`src/rtl/dacld_pkg.sv`:
```
package dacld_pkg;
  localparam int CODE_W = 12;
  localparam int DEV_W  = 2;
  localparam int SEL_W  = 2;
  localparam int WORD_W = CODE_W + DEV_W + SEL_W;
  localparam int CH_NUM = 1 << SEL_W;

  typedef struct packed {
    logic [CODE_W-1:0] code;
    logic [DEV_W-1:0]  dev;
    logic [SEL_W-1:0]  sel;
  } word_t;
endpackage

```
`src/rtl/dacld_sync.sv`:
```
module dacld_sync #(
  parameter int W = 1,
  parameter int STAGES = 2,
  parameter logic [W-1:0] RST_VAL = '0
) (
  input  logic         clk,
  input  logic         rst_n,
  input  logic [W-1:0] d,
  output logic [W-1:0] q
);
  logic [W-1:0] stg [STAGES];

  generate
    for (genvar s = 0; s < STAGES; s++) begin : g_stage
      always_ff @(posedge clk or negedge rst_n) begin
        if (!rst_n) stg[s] <= RST_VAL;
        else if (s == 0) stg[s] <= d;
        else stg[s] <= stg[(s > 0) ? s-1 : 0];
      end
    end
  endgenerate

  assign q = stg[STAGES-1];
endmodule

```
`src/rtl/dacld_shifter.sv`:
```
module dacld_shifter
  import dacld_pkg::*;
(
  input  logic  clk,
  input  logic  rst_n,
  input  logic  sclk_s,
  input  logic  fs_n_s,
  input  logic  sdi_s,
  output logic  sdo,
  output logic  wr_en,
  output word_t wr_word
);
  localparam int CNT_W = $clog2(WORD_W + 1);
  localparam logic [CNT_W-1:0] LAST = CNT_W'(WORD_W - 1);
  localparam logic [CNT_W-1:0] FULL = CNT_W'(WORD_W);

  logic              sclk_q;
  logic              fall;
  logic              active;
  logic [CNT_W-1:0]  cnt;
  logic [WORD_W-1:0] shreg;
  logic [WORD_W-1:0] sh_next;

  assign fall    = sclk_q & ~sclk_s;
  assign active  = ~fs_n_s;
  assign sh_next = {shreg[WORD_W-2:0], sdi_s};
  assign sdo     = shreg[WORD_W-1];

  always_ff @(posedge clk or negedge rst_n) begin
    if (!rst_n) begin
      sclk_q  <= 1'b0;
      cnt     <= '0;
      shreg   <= '0;
      wr_en   <= 1'b0;
      wr_word <= '0;
    end else begin
      sclk_q <= sclk_s;
      wr_en  <= 1'b0;
      if (!active) begin
        cnt <= '0;
      end else if (fall) begin
        shreg <= sh_next;
        if (cnt != FULL) cnt <= cnt + 1'b1;
        if (cnt == LAST) begin
          wr_en   <= 1'b1;
          wr_word <= word_t'(sh_next);
        end
      end
    end
  end

  assert_idle_hold_R2: assert property (@(posedge clk) disable iff (!rst_n)
    !active |=> $stable(shreg));
  assert_one_write_R10: assert property (@(posedge clk) disable iff (!rst_n)
    wr_en |=> !wr_en);
  assert_cnt_bound_R10: assert property (@(posedge clk) disable iff (!rst_n)
    cnt <= FULL);
  assert_abandon_R9: assert property (@(posedge clk) disable iff (!rst_n)
    !active |=> !wr_en);
endmodule

```
`src/rtl/dacld_latches.sv`:
```
module dacld_latches
  import dacld_pkg::*;
(
  input  logic                     clk,
  input  logic                     rst_n,
  input  logic                     wr_en,
  input  word_t                    wr_word,
  input  logic [DEV_W-1:0]         dev_addr,
  input  logic                     load_n_s,
  input  logic                     clear_n_s,
  output logic [CH_NUM*CODE_W-1:0] codes
);
  logic [CH_NUM-1:0][CODE_W-1:0] in_lat;
  logic [CH_NUM-1:0][CODE_W-1:0] out_lat;
  logic hit;

  assign hit   = wr_en && (wr_word.dev == dev_addr);
  assign codes = out_lat;

  generate
    for (genvar c = 0; c < CH_NUM; c++) begin : g_ch
      always_ff @(posedge clk or negedge rst_n) begin
        if (!rst_n) begin
          in_lat[c]  <= '0;
          out_lat[c] <= '0;
        end else begin
          if (hit && (wr_word.sel == SEL_W'(c))) in_lat[c] <= wr_word.code;
          if (!clear_n_s) out_lat[c] <= '0;
          else if (!load_n_s) out_lat[c] <= in_lat[c];
        end
      end
    end
  endgenerate

  assert_mismatch_hold_R4: assert property (@(posedge clk) disable iff (!rst_n)
    (wr_en && wr_word.dev != dev_addr) |=> $stable(in_lat));
  assert_write_sel_R3: assert property (@(posedge clk) disable iff (!rst_n)
    hit |=> in_lat[$past(wr_word.sel)] == $past(wr_word.code));
  assert_clear_zero_R7: assert property (@(posedge clk) disable iff (!rst_n)
    !clear_n_s |=> out_lat == '0);
  assert_load_copy_R6: assert property (@(posedge clk) disable iff (!rst_n)
    (!load_n_s && clear_n_s) |=> out_lat == $past(in_lat));
  assert_clear_spares_R8: assert property (@(posedge clk) disable iff (!rst_n)
    (!clear_n_s && !wr_en) |=> $stable(in_lat));
endmodule

```
`src/rtl/dac_serial_loader.sv`:
```
module dac_serial_loader
  import dacld_pkg::*;
#(
  parameter int SYNC_STAGES = 2
) (
  input  logic                     clk,
  input  logic                     rst_n,
  input  logic                     sclk_i,
  input  logic                     fsync_n_i,
  input  logic                     sdata_i,
  input  logic [DEV_W-1:0]         addr_strap_i,
  input  logic                     load_n_i,
  input  logic                     clear_n_i,
  output logic                     sdo_o,
  output logic [CH_NUM*CODE_W-1:0] dac_code_o
);
  logic sclk_s, sdi_s;
  logic fs_n_s, load_n_s, clear_n_s;
  logic  wr_en;
  word_t wr_word;

  dacld_sync #(.W(2), .STAGES(SYNC_STAGES), .RST_VAL(2'b00)) i_sync_lo (
    .clk(clk), .rst_n(rst_n),
    .d({sclk_i, sdata_i}), .q({sclk_s, sdi_s})
  );

  dacld_sync #(.W(3), .STAGES(SYNC_STAGES), .RST_VAL(3'b111)) i_sync_hi (
    .clk(clk), .rst_n(rst_n),
    .d({fsync_n_i, load_n_i, clear_n_i}), .q({fs_n_s, load_n_s, clear_n_s})
  );

  dacld_shifter i_shifter (
    .clk(clk), .rst_n(rst_n),
    .sclk_s(sclk_s), .fs_n_s(fs_n_s), .sdi_s(sdi_s),
    .sdo(sdo_o), .wr_en(wr_en), .wr_word(wr_word)
  );

  dacld_latches i_latches (
    .clk(clk), .rst_n(rst_n),
    .wr_en(wr_en), .wr_word(wr_word), .dev_addr(addr_strap_i),
    .load_n_s(load_n_s), .clear_n_s(clear_n_s),
    .codes(dac_code_o)
  );
endmodule

```
`config.mk`:
```
export PLATFORM = sky130hd
export DESIGN_NAME = dac_serial_loader
export DESIGN_NICKNAME = d
export VERILOG_FILES = /design/src/rtl/dacld_pkg.sv /design/src/rtl/dacld_sync.sv /design/src/rtl/dacld_shifter.sv /design/src/rtl/dacld_latches.sv /design/src/rtl/dac_serial_loader.sv
export SDC_FILE = /design/constraint.sdc
export NUM_CORES = 1
export LEC_CHECK = 0
export BUFFER_PORTS_ARGS = -buffer_cell sky130_fd_sc_hd__buf_2
export CORE_ASPECT_RATIO = 1.1
export CORE_UTILIZATION = 60
export CTS_BUF_LIST = sky130_fd_sc_hd__clkbuf_2 sky130_fd_sc_hd__clkbuf_4 sky130_fd_sc_hd__clkbuf_8
export CTS_CLUSTER_DIAMETER = 40
export DETAILED_ROUTE_END_ITERATION = 6
export MAX_ROUTING_LAYER = met4
export PLACE_DENSITY = 0.87
export SETUP_SLACK_MARGIN = 0.15
export SYNTH_ARGS = -nofsm -noshare
export SYNTH_HDL_FRONTEND = slang
export SYNTH_SLANG_ARGS = --single-unit
```
`constraint.sdc`:
```
create_clock -name clk -period 2.1 [get_ports clk]
set_input_delay 0.105 -clock clk [delete_from_list [all_inputs] [get_ports clk]]
set_output_delay 0.105 -clock clk [all_outputs]
set_load 0.02 [all_outputs]
```
# After elaboration in Yosys (flattened, before gate mapping)
# Index checks and enable logic that the tools add are counted.
# totals
regBits	145
output_inout_bits	49
in_bits	9
elab_cells	55
# classes
reduce_logical	11
bitwise_logic	3
n_mux	14
n_addsub	1
n_eq_ne	7
# ops
cell	n
$mux W12	8
$mux W5	3
$add A5 B1 Y5 const B	1
$eq A5 B4 Y1 const B	1
$logic_and A1 B1 Y1	5
$ne A5 B5 Y1 const B	1
$eq A2 B2 Y1 const B	2
$reduce_and A2 Y1	2
$reduce_bool A2 Y1	2
$mux W1	3
$reduce_and A3 Y1	1
$eq A2 B1 Y1 const B	1
$eq A2 B2 Y1	1
$logic_not A2 Y1	1
$ne A2 B2 Y1 const B	1
$not A1 Y1	2
$and A1 B1 Y1	1

# Longest topological paths before layout
# logic_depth
depth_word	4
mapped_depth	6
depth_no_buf	5

# Cells and area by module
# A second synthesis with hierarchy kept.
# unflattened
hier_cells	380
hier_area_um2	5783.0
# modules_own_cells
module	instances	seq_area_each_um2	cells_per_inst	area_each_um2
dacld_latches	1	2402.3	263	3913.8
dacld_shifter	1	975.9	102	1574.0
dacld_sync (i_sync_hi)	1	157.7	9	180.2
dacld_sync (i_sync_lo)	1	100.1	6	115.1

# Worst setup path after synthesis
# Ideal clock, no wire load.
# synth_timing
path_kind	register to register
startpoint	reg i_shifter.cnt[0]
endpoint	reg i_shifter.wr_word[0] (netlist name)
t_required_ps	1975
n_path_buf	1
period_less_slack_ps	1879
arrival_ps	1754
setup_ps	125
path_stages_with_launch	7
slack_ps	221
path_cell_list	dfrtp_1 -> ha_1 -> and3_1 -> ha_1 -> nor3b_2 -> buf_4 -> mux2_2
# synth_between
elab_chain_len	2
# synth_rtl
element	line_no	text
from (decl)	dacld_shifter.sv:20	logic [CNT_W-1:0] cnt;
from (signal assigned)	dacld_shifter.sv:43	if (cnt != FULL) cnt <= cnt + 1'b1;
$eq A5 B4 Y1	dacld_shifter.sv:44	if (cnt == LAST) begin
$reduce_and A3 Y1 (no source line)	--	
# No other way between the ends.
# A chain may end at the register's enable or synchronous reset.

# Worst setup path in the final report
# layout_timing
startpoint	reg i_shifter.wr_word[2] (netlist name)
endpoint	reg i_latches.in_lat[22] (netlist bit)
# layout_between
elab_chain_len	3
# layout_rtl
element	line_no	text
$eq A2 B2 Y1	dacld_latches.sv:17	assign hit = wr_en && (wr_word.dev == dev_addr);
$logic_and A1 B1 Y1	dacld_latches.sv:17	
$logic_and A1 B1 Y1	dacld_latches.sv:27	if (hit && (wr_word.sel == SEL_W'(c))) in_lat[c] <= wr_word.code;
to (signal, indexed assignment)	dacld_latches.sv:27	
to (decl)	dacld_latches.sv:13	logic [CH_NUM-1:0][CODE_W-1:0] in_lat;
# No other way between the ends.

==> reports/qor.yml <==
floorplan:
  fp.dieArea_mm2: 0.00993
  rows: 37
  die_w_um: 95.1
  start_util_pct: 61.5
  io_pins: 58
  die_y_um: 104
  coreArea_mm2: 0.00931
place:
  dp.cells: 547
  dpl_cell_area_mm2: 0.00621
  dp_hpwl_mm: 6.71
  io_buffers: 57
  gp_congestion: 0.765
  post-place-ws_ns: -0.316
sta:
  min_period_ns: 1.84
  setup_viol: 0
  min_period_over_period_pct: 87.7
  holdWs_ns: 0.179
  fmax_ghz: 0.543
  finClkSkew_ns: 0.0110
  rsz0062_at_grt: "no"
  tightest_slew_ns: 0.712
  drv_slew: 0
  final_hold_viol_count: 0
  slew_headroom_pct: 52.5
  finalSetupTns_ns: 0
  layout_setup_ws_ns: 0.258
layout:
  finish.utilization_pct: 73.1
  fill_cells: 567
  final_area_mm2: 0.00680
  stdcell_count: 586
  nets: 468
  layout.cells.most_common_list: "dfrtp_1, mux2_2, buf_2"
  area.growth.synth_to_final_pct: 18.9
  n_antenna_cell: 0
  final_common_cell: "dfrtp_1"
  layout-drive-gt1-share_pct: 41.6
synth:
  yosysWarnings: 0
  ys_seq_elements: 145
  synthDistinctLibCells: 30
  seq_area_frac_synth_pct: 63.6
  syn_area_mm2: 0.00572
  avgSynthCellArea_um2: 15.2
  synth_fp_nets: 389
  synthCells: 377
pwr:
  peakVddDrop_mv: 0.636
  comb_power_share_pct: 4.2
  clockPowerShare_pct: 45.3
  seqPwrFrac_pct: 50.4
  p_switching_mw: 1.24
  fin_total_pwr_mw: 5.87
  internal_power_mw: 4.63
  switching_share_pct: 21.2
  p_leak_nw: 3.52
  p_per_area_mw_per_mm2: 864
setup_path:
  path_class: "reg -> reg"
  worstSetupEndpointType: "flip-flop"
  arrival_ns: 2.15
  startpoint_type: "flip-flop"
  worstPathMaxFanout: 8
  crit_required_ns: 2.41
drt:
  drt-pass1-iter-count: 4
  drtIter0Drc: 161
  num_vias: 3303
  routed_wl_mm: 11.0
  ant_nets: 0
  drc: 0
  viasPerCell: 5.64
  wire_per_inst_um: 18.7
clock_network:
  clk_path_buf_depth: 2
  cts_buffers: 17
  root_buffer: "clkbuf_8"
  insertion_delay_ns: 0.43
  path_clk_slew_ns: 0.08
  cts_sinks: 145
  cts_tree: "done"
  htree_levels: 4
grt:
  grt_pass1_wl_mm: 18.0
  grt_overflow: 0
  antenna_found_initial: 0
  track_usage_pct: 25.4
  grt_max_degree: 57
  grt_pass1_vias: 3501
run:
  drv_cap: 0
run_status:
  status: "complete, no violations"
min_path:
  hold_class: "in -> async"
power by group through the flow:
stage                     Clock (mW)  Combinational (mW)  Sequential (mW)
after global routing            2.81               0.269             2.97
after detailed placement           0               0.234             3.01
after CTS                       2.70               0.252             2.96
after floorplan                    0               0.149             2.97
final                           2.66               0.248             2.96
after global placement             0               0.224             3.00
per-layer routing:
layer / global-route usage [%] / vias to the layer above / wire (um)
met1: 31.7 / 1739 / 4570
met2: 39.8 / 90 / 5750
met4: 9.09 / 0 / 239
met3: 6.58 / 19 / 421
li1: - / 1455 / -
met5: - / - / 0
timing repair:
action                                  in CTS  in global routing
hold buffers                                 6                  0
endpoints found under the hold margin       57                  0
resized for setup                            1                  0
endpoints found under the setup margin      17                  0
setup buffers                                1                  0
critical path, cell delays in order (launching register included):
cell and delay (ns):
dfrtp_1 0.42, xor2_1 0.22, nor4b_2 0.49, buf_4 0.25, mux2_2 0.35
final cells by class:
class | count | area, um2 | share of cell area, %
sequential | 145 | 3640 | 53.5
multi-input combinational | 209 | 1980 | 29.1
timing repair buffer | 79 | 522 | 7.67
clock buffer | 20 | 269 | 3.96
clock inverter | 12 | 229 | 3.37
tap | 117 | 146 | 2.15
inverter | 4 | 15.0 | 0.221
logic make-up (layout without fill, tap and decap cells):
logic type / after synthesis / count (layout) / synth area share [%]
AND/OR/NAND/NOR: 67 / 67 / 7.92
flip-flops: 145 / 145 / 63.6
AO/OA/AOI/OAI: 9 / 9 / 0.853
XOR/XNOR: 2 / 2 / 0.306
multiplexers: 128 / 128 / 24.8
adder cells (fa/ha/maj): 3 / 3 / 0.656
buffers and inverters: 23 / 115 / 1.88
worst paths after layout:
path | endpoint | cells past startpoint | slack, ns | start
worst max-delay path | i_latches.in_lat[22]$_DFFE_PN0P_ | 4 | 0.26 | i_shifter.wr_word[2]$_DFFE_PN0P_
worst min-delay path | i_latches.codes[18]$_DFFE_PN0P_ | 2 | 0.18 | rst_n
worst max register to register | i_latches.in_lat[22]$_DFFE_PN0P_ | 4 | 0.26 | i_shifter.wr_word[2]$_DFFE_PN0P_
worst min register to register | i_sync_lo.q[0]$_DFF_PN0_ | 0 | 0.36 | i_sync_lo.stg[2]$_DFF_PN0_
max in group asynchronous | i_sync_hi.stg[4]$_DFF_PN1_ | 3 | 1.19 | rst_n
min in group clk | i_sync_hi.stg[3]$_DFF_PN1_ | 2 | 0.32 | clear_n_i
cell usage after synthesis:
cell       count  share of area, %
or4_4          1              0.20
nor3b_2        1              0.22
nor4bb_1       1              0.18
nor4_2         1              0.22
dfstp_2        6               2.8
nand2_1        1             0.066
nand2b_1       2              0.22
or3_1          1              0.11
buf_6          1              0.20
nand4bb_1      1              0.20
clkbuf_1       9              0.59
nor2_1         2              0.13
mux2_1         1              0.20
or4_1          1              0.13
a21oi_1        4              0.35
xor2_1         2              0.31
nand3_1        3              0.26
buf_2          8              0.70
inv_1          4              0.26
o21ai_0        4              0.35
and3_1         1              0.11
nor4b_2        2              0.53
mux2_4        10               2.6
a311oi_1       1              0.15
dfrtp_1      139                61
buf_4          1              0.13
nor2b_1       49               5.4
mux2_2        69                14
mux2i_1       48               8.4
ha_1           3              0.66
flip-flops by register name, indices dropped and copies added (netlist names), 2 cells and up:
register	flops
i_sync_hi.q	3
i_sync_lo.stg	2
i_latches.in_lat	48
i_shifter.shreg	16
i_shifter.cnt	5
i_latches.codes	48
i_shifter.wr_word	16
i_sync_lo.q	2
i_sync_hi.stg	3
Note: power is estimated with default switching activity, not from simulation.
